$ cat src/rtl/mdio_pkg.sv
package mdio_pkg;
  localparam int DIV_W    = 6;
  localparam int PHY_W    = 5;
  localparam int REG_W    = 5;
  localparam int DATA_W   = 16;
  localparam int OP_W     = 2;

  // field positions decoded by software
  localparam int EN_BIT     = 6;
  localparam int PHY_LSB    = 24;
  localparam int REG_LSB    = 16;
  localparam int OP_LSB     = 14;
  localparam int GO_BIT     = 11;
  localparam int RDY_BIT    = 7;
  localparam int RD_RDY_BIT = 16;

  localparam logic [OP_W-1:0] OP_WRITE = 2'b01;
  localparam logic [OP_W-1:0] OP_READ  = 2'b10;

  typedef enum logic [1:0] {
    ST_IDLE  = 2'd0,
    ST_FRAME = 2'd1,
    ST_TAIL  = 2'd2
  } mdioState_e;

  typedef struct packed {
    logic load;
    logic shift;
    logic sample;
    logic commit;
    logic clear;
  } frameCtl_t;
endpackage

$ cat src/rtl/mdio_frame_dp.sv
module mdio_frame_dp
  import mdio_pkg::*;
#(
  parameter int PRE_LEN = 32
) (
  input  logic              clk,
  input  logic              rstN,
  input  frameCtl_t         ctl,
  input  logic [OP_W-1:0]   opIn,
  input  logic [PHY_W-1:0]  phyIn,
  input  logic [REG_W-1:0]  regIn,
  input  logic [DATA_W-1:0] wrData,
  input  logic              mdioIn,
  output logic              mdioOut,
  output logic              mdioOe,
  output logic [DATA_W-1:0] rdData
);
  localparam int HDR_LEN   = PRE_LEN + 2 + OP_W + PHY_W + REG_W;
  localparam int FRAME_LEN = HDR_LEN + 2 + DATA_W;

  logic [FRAME_LEN-1:0] bitsQ, oeQ, bitsD, oeD;
  logic [DATA_W-1:0]    capQ, rdQ;

  // frame image and drive mask built at load time
  always_comb begin
    if (opIn == OP_WRITE) begin
      bitsD = {{PRE_LEN{1'b1}}, 2'b01, opIn, phyIn, regIn, 2'b10, wrData};
      oeD   = '1;
    end else begin
      bitsD = {{PRE_LEN{1'b1}}, 2'b01, opIn, phyIn, regIn, {(FRAME_LEN-HDR_LEN){1'b0}}};
      oeD   = {{HDR_LEN{1'b1}}, {(FRAME_LEN-HDR_LEN){1'b0}}};
    end
  end

  always_ff @(posedge clk or negedge rstN) begin
    if (!rstN) begin
      bitsQ <= '0;
      oeQ   <= '0;
    end else if (ctl.clear) begin
      oeQ   <= '0;
    end else if (ctl.load) begin
      bitsQ <= bitsD;
      oeQ   <= oeD;
    end else if (ctl.shift) begin
      bitsQ <= {bitsQ[FRAME_LEN-2:0], 1'b0};
      oeQ   <= {oeQ[FRAME_LEN-2:0], 1'b0};
    end
  end

  always_ff @(posedge clk or negedge rstN) begin
    if (!rstN) begin
      capQ <= '0;
      rdQ  <= '0;
    end else begin
      if (ctl.sample) capQ <= {capQ[DATA_W-2:0], mdioIn};
      if (ctl.commit) rdQ  <= capQ;
    end
  end

  assign mdioOut = bitsQ[FRAME_LEN-1];
  assign mdioOe  = oeQ[FRAME_LEN-1];
  assign rdData  = rdQ;
endmodule

$ cat src/rtl/mdio_ctrl.sv
module mdio_ctrl
  import mdio_pkg::*;
#(
  parameter int PRE_LEN   = 32,
  parameter int ADDR_W    = 12,
  parameter int BASE_ADDR = 'h500
) (
  input  logic              clk,
  input  logic              rstN,
  input  logic [ADDR_W-1:0] regAddr,
  input  logic              regWe,
  input  logic [31:0]       regWdata,
  output logic [31:0]       regRdata,
  input  logic [DATA_W-1:0] rdData,
  output frameCtl_t         ctl,
  output logic [OP_W-1:0]   ldOp,
  output logic [PHY_W-1:0]  ldPhy,
  output logic [REG_W-1:0]  ldReg,
  output logic [DATA_W-1:0] wrData,
  output logic              mdc,
  output logic              ready,
  output logic              enable,
  output logic [DIV_W-1:0]  divider
);
  localparam int FRAME_LEN  = PRE_LEN + 4 + PHY_W + REG_W + 2 + DATA_W;
  localparam int DATA_START = FRAME_LEN - DATA_W;
  localparam int IDX_W      = $clog2(FRAME_LEN + 1);
  localparam logic [ADDR_W-1:0] A_SETUP = ADDR_W'(BASE_ADDR);
  localparam logic [ADDR_W-1:0] A_CTRL  = ADDR_W'(BASE_ADDR + 4);
  localparam logic [ADDR_W-1:0] A_WDATA = ADDR_W'(BASE_ADDR + 8);
  localparam logic [ADDR_W-1:0] A_RDATA = ADDR_W'(BASE_ADDR + 12);

  logic              enQ;
  logic [DIV_W-1:0]  divQ;
  logic [PHY_W-1:0]  phyQ;
  logic [REG_W-1:0]  regQ;
  logic [OP_W-1:0]   opQ;
  logic [DATA_W-1:0] wdQ;

  mdioState_e        stateQ, stateD;
  logic [DIV_W-1:0]  cntQ, cntD;
  logic [IDX_W-1:0]  idxQ, idxD;
  logic              mdcQ, mdcD;
  logic              isReadQ, isReadD;

  logic wrSetup, wrCtrl, wrData_s;
  logic newEn, opValid, startReq, edgeDue;

  assign wrSetup  = regWe && (regAddr == A_SETUP);
  assign wrCtrl   = regWe && (regAddr == A_CTRL);
  assign wrData_s = regWe && (regAddr == A_WDATA);

  assign newEn    = regWdata[EN_BIT] && (regWdata[DIV_W-1:0] != '0);
  assign ldOp     = regWdata[OP_LSB +: OP_W];
  assign ldPhy    = regWdata[PHY_LSB +: PHY_W];
  assign ldReg    = regWdata[REG_LSB +: REG_W];
  assign opValid  = (ldOp == OP_WRITE) || (ldOp == OP_READ);
  assign ready    = enQ && (stateQ == ST_IDLE);
  assign startReq = wrCtrl && regWdata[GO_BIT] && ready && opValid;
  assign edgeDue  = (cntQ == divQ);

  // configuration registers
  always_ff @(posedge clk or negedge rstN) begin
    if (!rstN) begin
      enQ  <= 1'b0;
      divQ <= '0;
      phyQ <= '0;
      regQ <= '0;
      opQ  <= '0;
      wdQ  <= '0;
    end else begin
      if (wrSetup) begin
        enQ  <= newEn;
        divQ <= regWdata[DIV_W-1:0];
      end
      if (wrCtrl) begin
        phyQ <= ldPhy;
        regQ <= ldReg;
        opQ  <= ldOp;
      end
      if (wrData_s) wdQ <= regWdata[DATA_W-1:0];
    end
  end

  // frame sequencing and clock division
  always_comb begin
    ctl     = '0;
    stateD  = stateQ;
    cntD    = cntQ;
    idxD    = idxQ;
    mdcD    = mdcQ;
    isReadD = isReadQ;
    if (wrSetup && !newEn) begin
      stateD    = ST_IDLE;
      cntD      = '0;
      mdcD      = 1'b0;
      ctl.clear = 1'b1;
    end else begin
      unique case (stateQ)
        ST_IDLE: begin
          if (startReq) begin
            stateD   = ST_FRAME;
            cntD     = '0;
            idxD     = '0;
            mdcD     = 1'b0;
            isReadD  = (ldOp == OP_READ);
            ctl.load = 1'b1;
          end
        end
        ST_FRAME, ST_TAIL: begin
          if (edgeDue) begin
            cntD = '0;
            mdcD = !mdcQ;
            if (!mdcQ) begin
              if (stateQ == ST_FRAME && isReadQ && idxQ >= IDX_W'(DATA_START))
                ctl.sample = 1'b1;
            end else if (stateQ == ST_FRAME) begin
              ctl.shift = 1'b1;
              if (idxQ == IDX_W'(FRAME_LEN - 1)) stateD = ST_TAIL;
              else                               idxD   = idxQ + 1'b1;
            end else begin
              stateD     = ST_IDLE;
              mdcD       = 1'b0;
              ctl.commit = isReadQ;
            end
          end else begin
            cntD = cntQ + 1'b1;
          end
        end
        default: stateD = ST_IDLE;
      endcase
    end
  end

  always_ff @(posedge clk or negedge rstN) begin
    if (!rstN) begin
      stateQ  <= ST_IDLE;
      cntQ    <= '0;
      idxQ    <= '0;
      mdcQ    <= 1'b0;
      isReadQ <= 1'b0;
    end else begin
      stateQ  <= stateD;
      cntQ    <= cntD;
      idxQ    <= idxD;
      mdcQ    <= mdcD;
      isReadQ <= isReadD;
    end
  end

  // register readback
  always_comb begin
    regRdata = '0;
    if (regAddr == A_SETUP) begin
      regRdata[EN_BIT]      = enQ;
      regRdata[DIV_W-1:0]   = divQ;
    end else if (regAddr == A_CTRL) begin
      regRdata[PHY_LSB +: PHY_W] = phyQ;
      regRdata[REG_LSB +: REG_W] = regQ;
      regRdata[OP_LSB +: OP_W]   = opQ;
      regRdata[RDY_BIT]          = ready;
    end else if (regAddr == A_WDATA) begin
      regRdata[DATA_W-1:0] = wdQ;
    end else if (regAddr == A_RDATA) begin
      regRdata[DATA_W-1:0] = rdData;
      regRdata[RD_RDY_BIT] = ready;
    end
  end

  assign wrData  = wdQ;
  assign mdc     = mdcQ;
  assign enable  = enQ;
  assign divider = divQ;
endmodule

$ cat src/rtl/mdio_host_master.sv
module mdio_host_master
  import mdio_pkg::*;
#(
  parameter int PRE_LEN   = 32,
  parameter int ADDR_W    = 12,
  parameter int BASE_ADDR = 'h500
) (
  input  logic              clk,
  input  logic              rstN,
  input  logic [ADDR_W-1:0] regAddr,
  input  logic              regWe,
  input  logic [31:0]       regWdata,
  output logic [31:0]       regRdata,
  output logic              mdc,
  output logic              mdioOut,
  output logic              mdioOe,
  input  logic              mdioIn
);
  frameCtl_t         ctl;
  logic [OP_W-1:0]   ldOp;
  logic [PHY_W-1:0]  ldPhy;
  logic [REG_W-1:0]  ldReg;
  logic [DATA_W-1:0] wrData;
  logic [DATA_W-1:0] rdData;
  logic              ready;
  logic              enable;
  logic [DIV_W-1:0]  divider;

  mdio_ctrl #(
    .PRE_LEN(PRE_LEN), .ADDR_W(ADDR_W), .BASE_ADDR(BASE_ADDR)
  ) i_ctrl (
    .clk(clk), .rstN(rstN), .regAddr(regAddr), .regWe(regWe),
    .regWdata(regWdata), .regRdata(regRdata), .rdData(rdData),
    .ctl(ctl), .ldOp(ldOp), .ldPhy(ldPhy), .ldReg(ldReg), .wrData(wrData),
    .mdc(mdc), .ready(ready), .enable(enable), .divider(divider)
  );

  mdio_frame_dp #(
    .PRE_LEN(PRE_LEN)
  ) i_dp (
    .clk(clk), .rstN(rstN), .ctl(ctl), .opIn(ldOp), .phyIn(ldPhy),
    .regIn(ldReg), .wrData(wrData), .mdioIn(mdioIn),
    .mdioOut(mdioOut), .mdioOe(mdioOe), .rdData(rdData)
  );
endmodule

$ cat config.mk
export PLATFORM = sky130hd
export DESIGN_NAME = mdio_host_master
export DESIGN_NICKNAME = d
export VERILOG_FILES = /design/src/rtl/mdio_pkg.sv /design/src/rtl/mdio_frame_dp.sv /design/src/rtl/mdio_ctrl.sv /design/src/rtl/mdio_host_master.sv
export SDC_FILE = /design/constraint.sdc
export NUM_CORES = 1
export LEC_CHECK = 0
export ABC_AREA = 1
export CORE_MARGIN = 3
export CORE_UTILIZATION = 53
export DETAILED_ROUTE_END_ITERATION = 8
export PLACE_DENSITY = 0.78
export SYNTH_ARGS = -nofsm -noshare
export SYNTH_HDL_FRONTEND = slang
export SYNTH_HIERARCHICAL = 1
export SYNTH_SLANG_ARGS = --single-unit
$ cat constraint.sdc
create_clock -name clk -period 2.25 [get_ports clk]
set_input_delay 0.45 -clock clk [delete_from_list [all_inputs] [get_ports clk]]
set_output_delay 0.45 -clock clk [all_outputs]
set_load 0.005 [all_outputs]
==> reports/metrics.cfg <==
[outcome]
status = completed

[layout]
area_growth_pct = 24.6
fin_cells = 1574
final_util = 0.679
insertedDiodeCount = 0
nets = 1387
drive_above_1_share = 0.179
n_fill_cell = 1377

[routing]
drt_iter0_drc = 639
vias = 8413
drc = 0
drt-pass1-iter-count = 5
wl_per_cell_um = 15.0
detail-route-antenna-nets = 0
wl_mm = 23.7
vias_per_cell = 5.34

[global_routing]
grt_pass1_vias = 8087
met2_usage = 0.380
busiest_layer = met2
grt-ovfl-total = 0
antenna_found_initial = 0
use_met3 = 0.0362
grt_pass1_wl_mm = 38.3
use_met1 = 0.302
track_usage = 0.224
grt_max_degree = 73

[worst_setup_path]
cp-start-kind = input pin
cp_max_fo = 7
cp_common_cell = buf_6
cpMaxStageDelayCell = or2_2
critical-path-top-delay-family = simple AND/OR/NAND/NOR gates
end_kind = output port
crit_required_ns = 1.80
critPathArrivalTime_ns = 1.75
cp_num_buf_inv = 5
critical_path.cell_chain = clkdlybuf4s15_1 > nor2_2 > nand2_2 > nor2_4 > buf_6 > buf_6 > nand2_8 > or2_2 > nand3_2 > inv_1 > buf_2
critical_path_class = input pin to output port
cpPeakStageDelay_ns = 0.29

[flow_run]
maxCapViolCount = 0

[floorplan]
core-area_um2 = 18200
dieArea_um2 = 20400
die_h_um = 143
pin_count = 83
rows = 49
initial_core_util = 0.545
die_w_um = 143

[clock_network]
cts.clk_slew.worst_paths_ns = 0.06
cts_buffers = 22
clk_latency_ns = 0.50
clkSinkCount = 212
cts_tree = built
h-tree-depth = 1
cts_root_buffer = clkbuf_16
clockBufferDepth = 3

[logic_synthesis]
yosysTopAreaCellShare = 0.534
synth_area_um2 = 9930
yosys-top-cells-count = 374 x nand2_1, 212 x dfrtp_1, 121 x o21ai_0
ys_seq_area_frac = 0.534
synth.largest_area_cell = dfrtp_1
synth.most_common_cell = nand2_1
synthArstFlopShare = 1.00
ys_seq_elements = 212
netlist_top_cells_area = dfrtp_1 53%, nand2_1 14%, o21ai_0 6.1%
synth_warnings = 6
synth_edf_count = 0
synthCells = 1205
synth_cell_type_count = 36
avgSynthCellArea_um2 = 8.24
synthFlopType = dfrtp_1

[power]
ir_drop_mv = 0.581
power.total_mw = 10.3
p_leak_nw = 6.38
power_density_nw_per_um2 = 833

[sta]
fmax_mhz = 454
hold_viol = 0
fin_crit_ns = 2.20
holdWs_ns = 0.453
setup_viol = 0
finalSetupTns_ns = 0
drv_slew = 0
fin_crit_sh = 0.979
finalClockSkew_ns = 0.0150

[place]
dp.cells = 1502
port-buffer-count = 70
place_congestion = 0.858
dp_hpwl_mm = 14.7

[worst_hold_path]
hp-class = input pin to asynchronous set/reset pin

[layer usage]
metal,vias to the layer above,wire (um)
met3,52,1090
met2,238,11900
met1,4034,10100
met4,0,611
met5,-,0
li1,4089,-
[repair_timing]
action	CTS	global route
hold buffers	1	0
endpoints found under the setup margin	88	131
pin swaps	13	22
gates resized for setup	119	55
gates cloned	0	3
hold endpoints to repair	43	0
setup buffers	22	11
[layout by cell type (no fill, tap or decap), drive strengths merged, types with 2 or more instances in the layout]
master,count
nand2,378
dfrtp,212
o21ai,139
buf,123
nor2,100
inv,96
nand3,95
clkbuf,40
clkdlybuf4s50,31
a21oi,28
nand4,23
dlygate4sd2,12
mux2,11
a32o,7
o211ai,7
ha,7
clkdlybuf4s15,7
conb,6
clkinv,4
clkinvlp,3
xnor2,3
xor2,3
nor3,3
or2,2
nor4,2
[final timing paths]
check	from	end	slack (ns)	depth (start not counted)
worst min-delay path	rstN	i_dp/oeQ[31]	0.45	2
max in group asynchronous	rstN	i_ctrl/idxQ[3]	1.07	3
min in group clk	i_dp/oeQ[22]	i_dp/oeQ[22]	0.47	2
worst max-delay path	regAddr[11]	regRdata[15]	0.05	11
worst min register to register	i_dp/oeQ[22]	i_dp/oeQ[22]	0.47	2
worst max register to register	i_ctrl/cntQ[0]	i_dp/rdData[10]	0.05	11
[registers in the layout, summed over array words and instances (netlist names), 2 cells and up]
name,cells
i_dp/rdData,16
i_dp/capQ,16
i_dp/oeQ,64
i_ctrl/cntQ,6
i_ctrl/idxQ,7
i_ctrl/opQ,2
i_ctrl/regQ,5
i_ctrl/divider,6
i_ctrl/wrData,16
i_ctrl/stateQ,2
i_dp/bitsQ,64
i_ctrl/phyQ,5
[layout make-up]
class	instances	area, um^2	area share
sequential	212	5310	0.429
inverter	98	377	0.0305
timing repair buffer	182	1690	0.137
clock buffer	32	659	0.0533
tap	229	287	0.0232
clock inverter	5	32.5	0.00263
multi-input combinational	816	4010	0.325
[logic make-up (layout without fill, tap and decap cells)]
kind of cell             count (synthesis)  in the layout  synth area share
adder cells (fa/ha/maj)                  7              7           0.00882
AND/OR/NAND/NOR                        605            605             0.257
AO/OA/AOI/OAI                          181            181            0.0973
buffers and inverters                  182            317            0.0847
multiplexers                            11             11            0.0125
other                                    1              6          0.000378
XOR/XNOR                                 6              6           0.00529
flip-flops                             212            212             0.534
[metrics by stage]
step / setup slack (ns) / area (um^2)
final: 0.0469 / 12400
after global routing: -0.0719 / 12400
after CTS: 0.00803 / 12100
after detailed placement: -0.582 / 11200
after global placement: -0.555 / 11200
after floorplan: 0.0498 / 9950
[worst reg2reg max path, stage by stage (launching register included)]
cell and delay [ns]:
dfrtp_1 0.41, inv_1 0.08, nand2_1 0.06, nand2_1 0.05
nor2_1 0.13, nand3_2 0.14, nor2_4 0.14, nand2_2 0.07
buf_4 0.14, nor4_4 0.32, buf_6 0.23, mux2_4 0.31
[power by group]
part           leakage (nW)  switching [mW]  internal, mW
logic                  3.32            1.43         0.970
clock network         0.332            1.46          2.02
registers              2.72           0.224          4.19
total                  6.38            3.11          7.18
No activity file was read; power rests on OpenSTA's default activity.
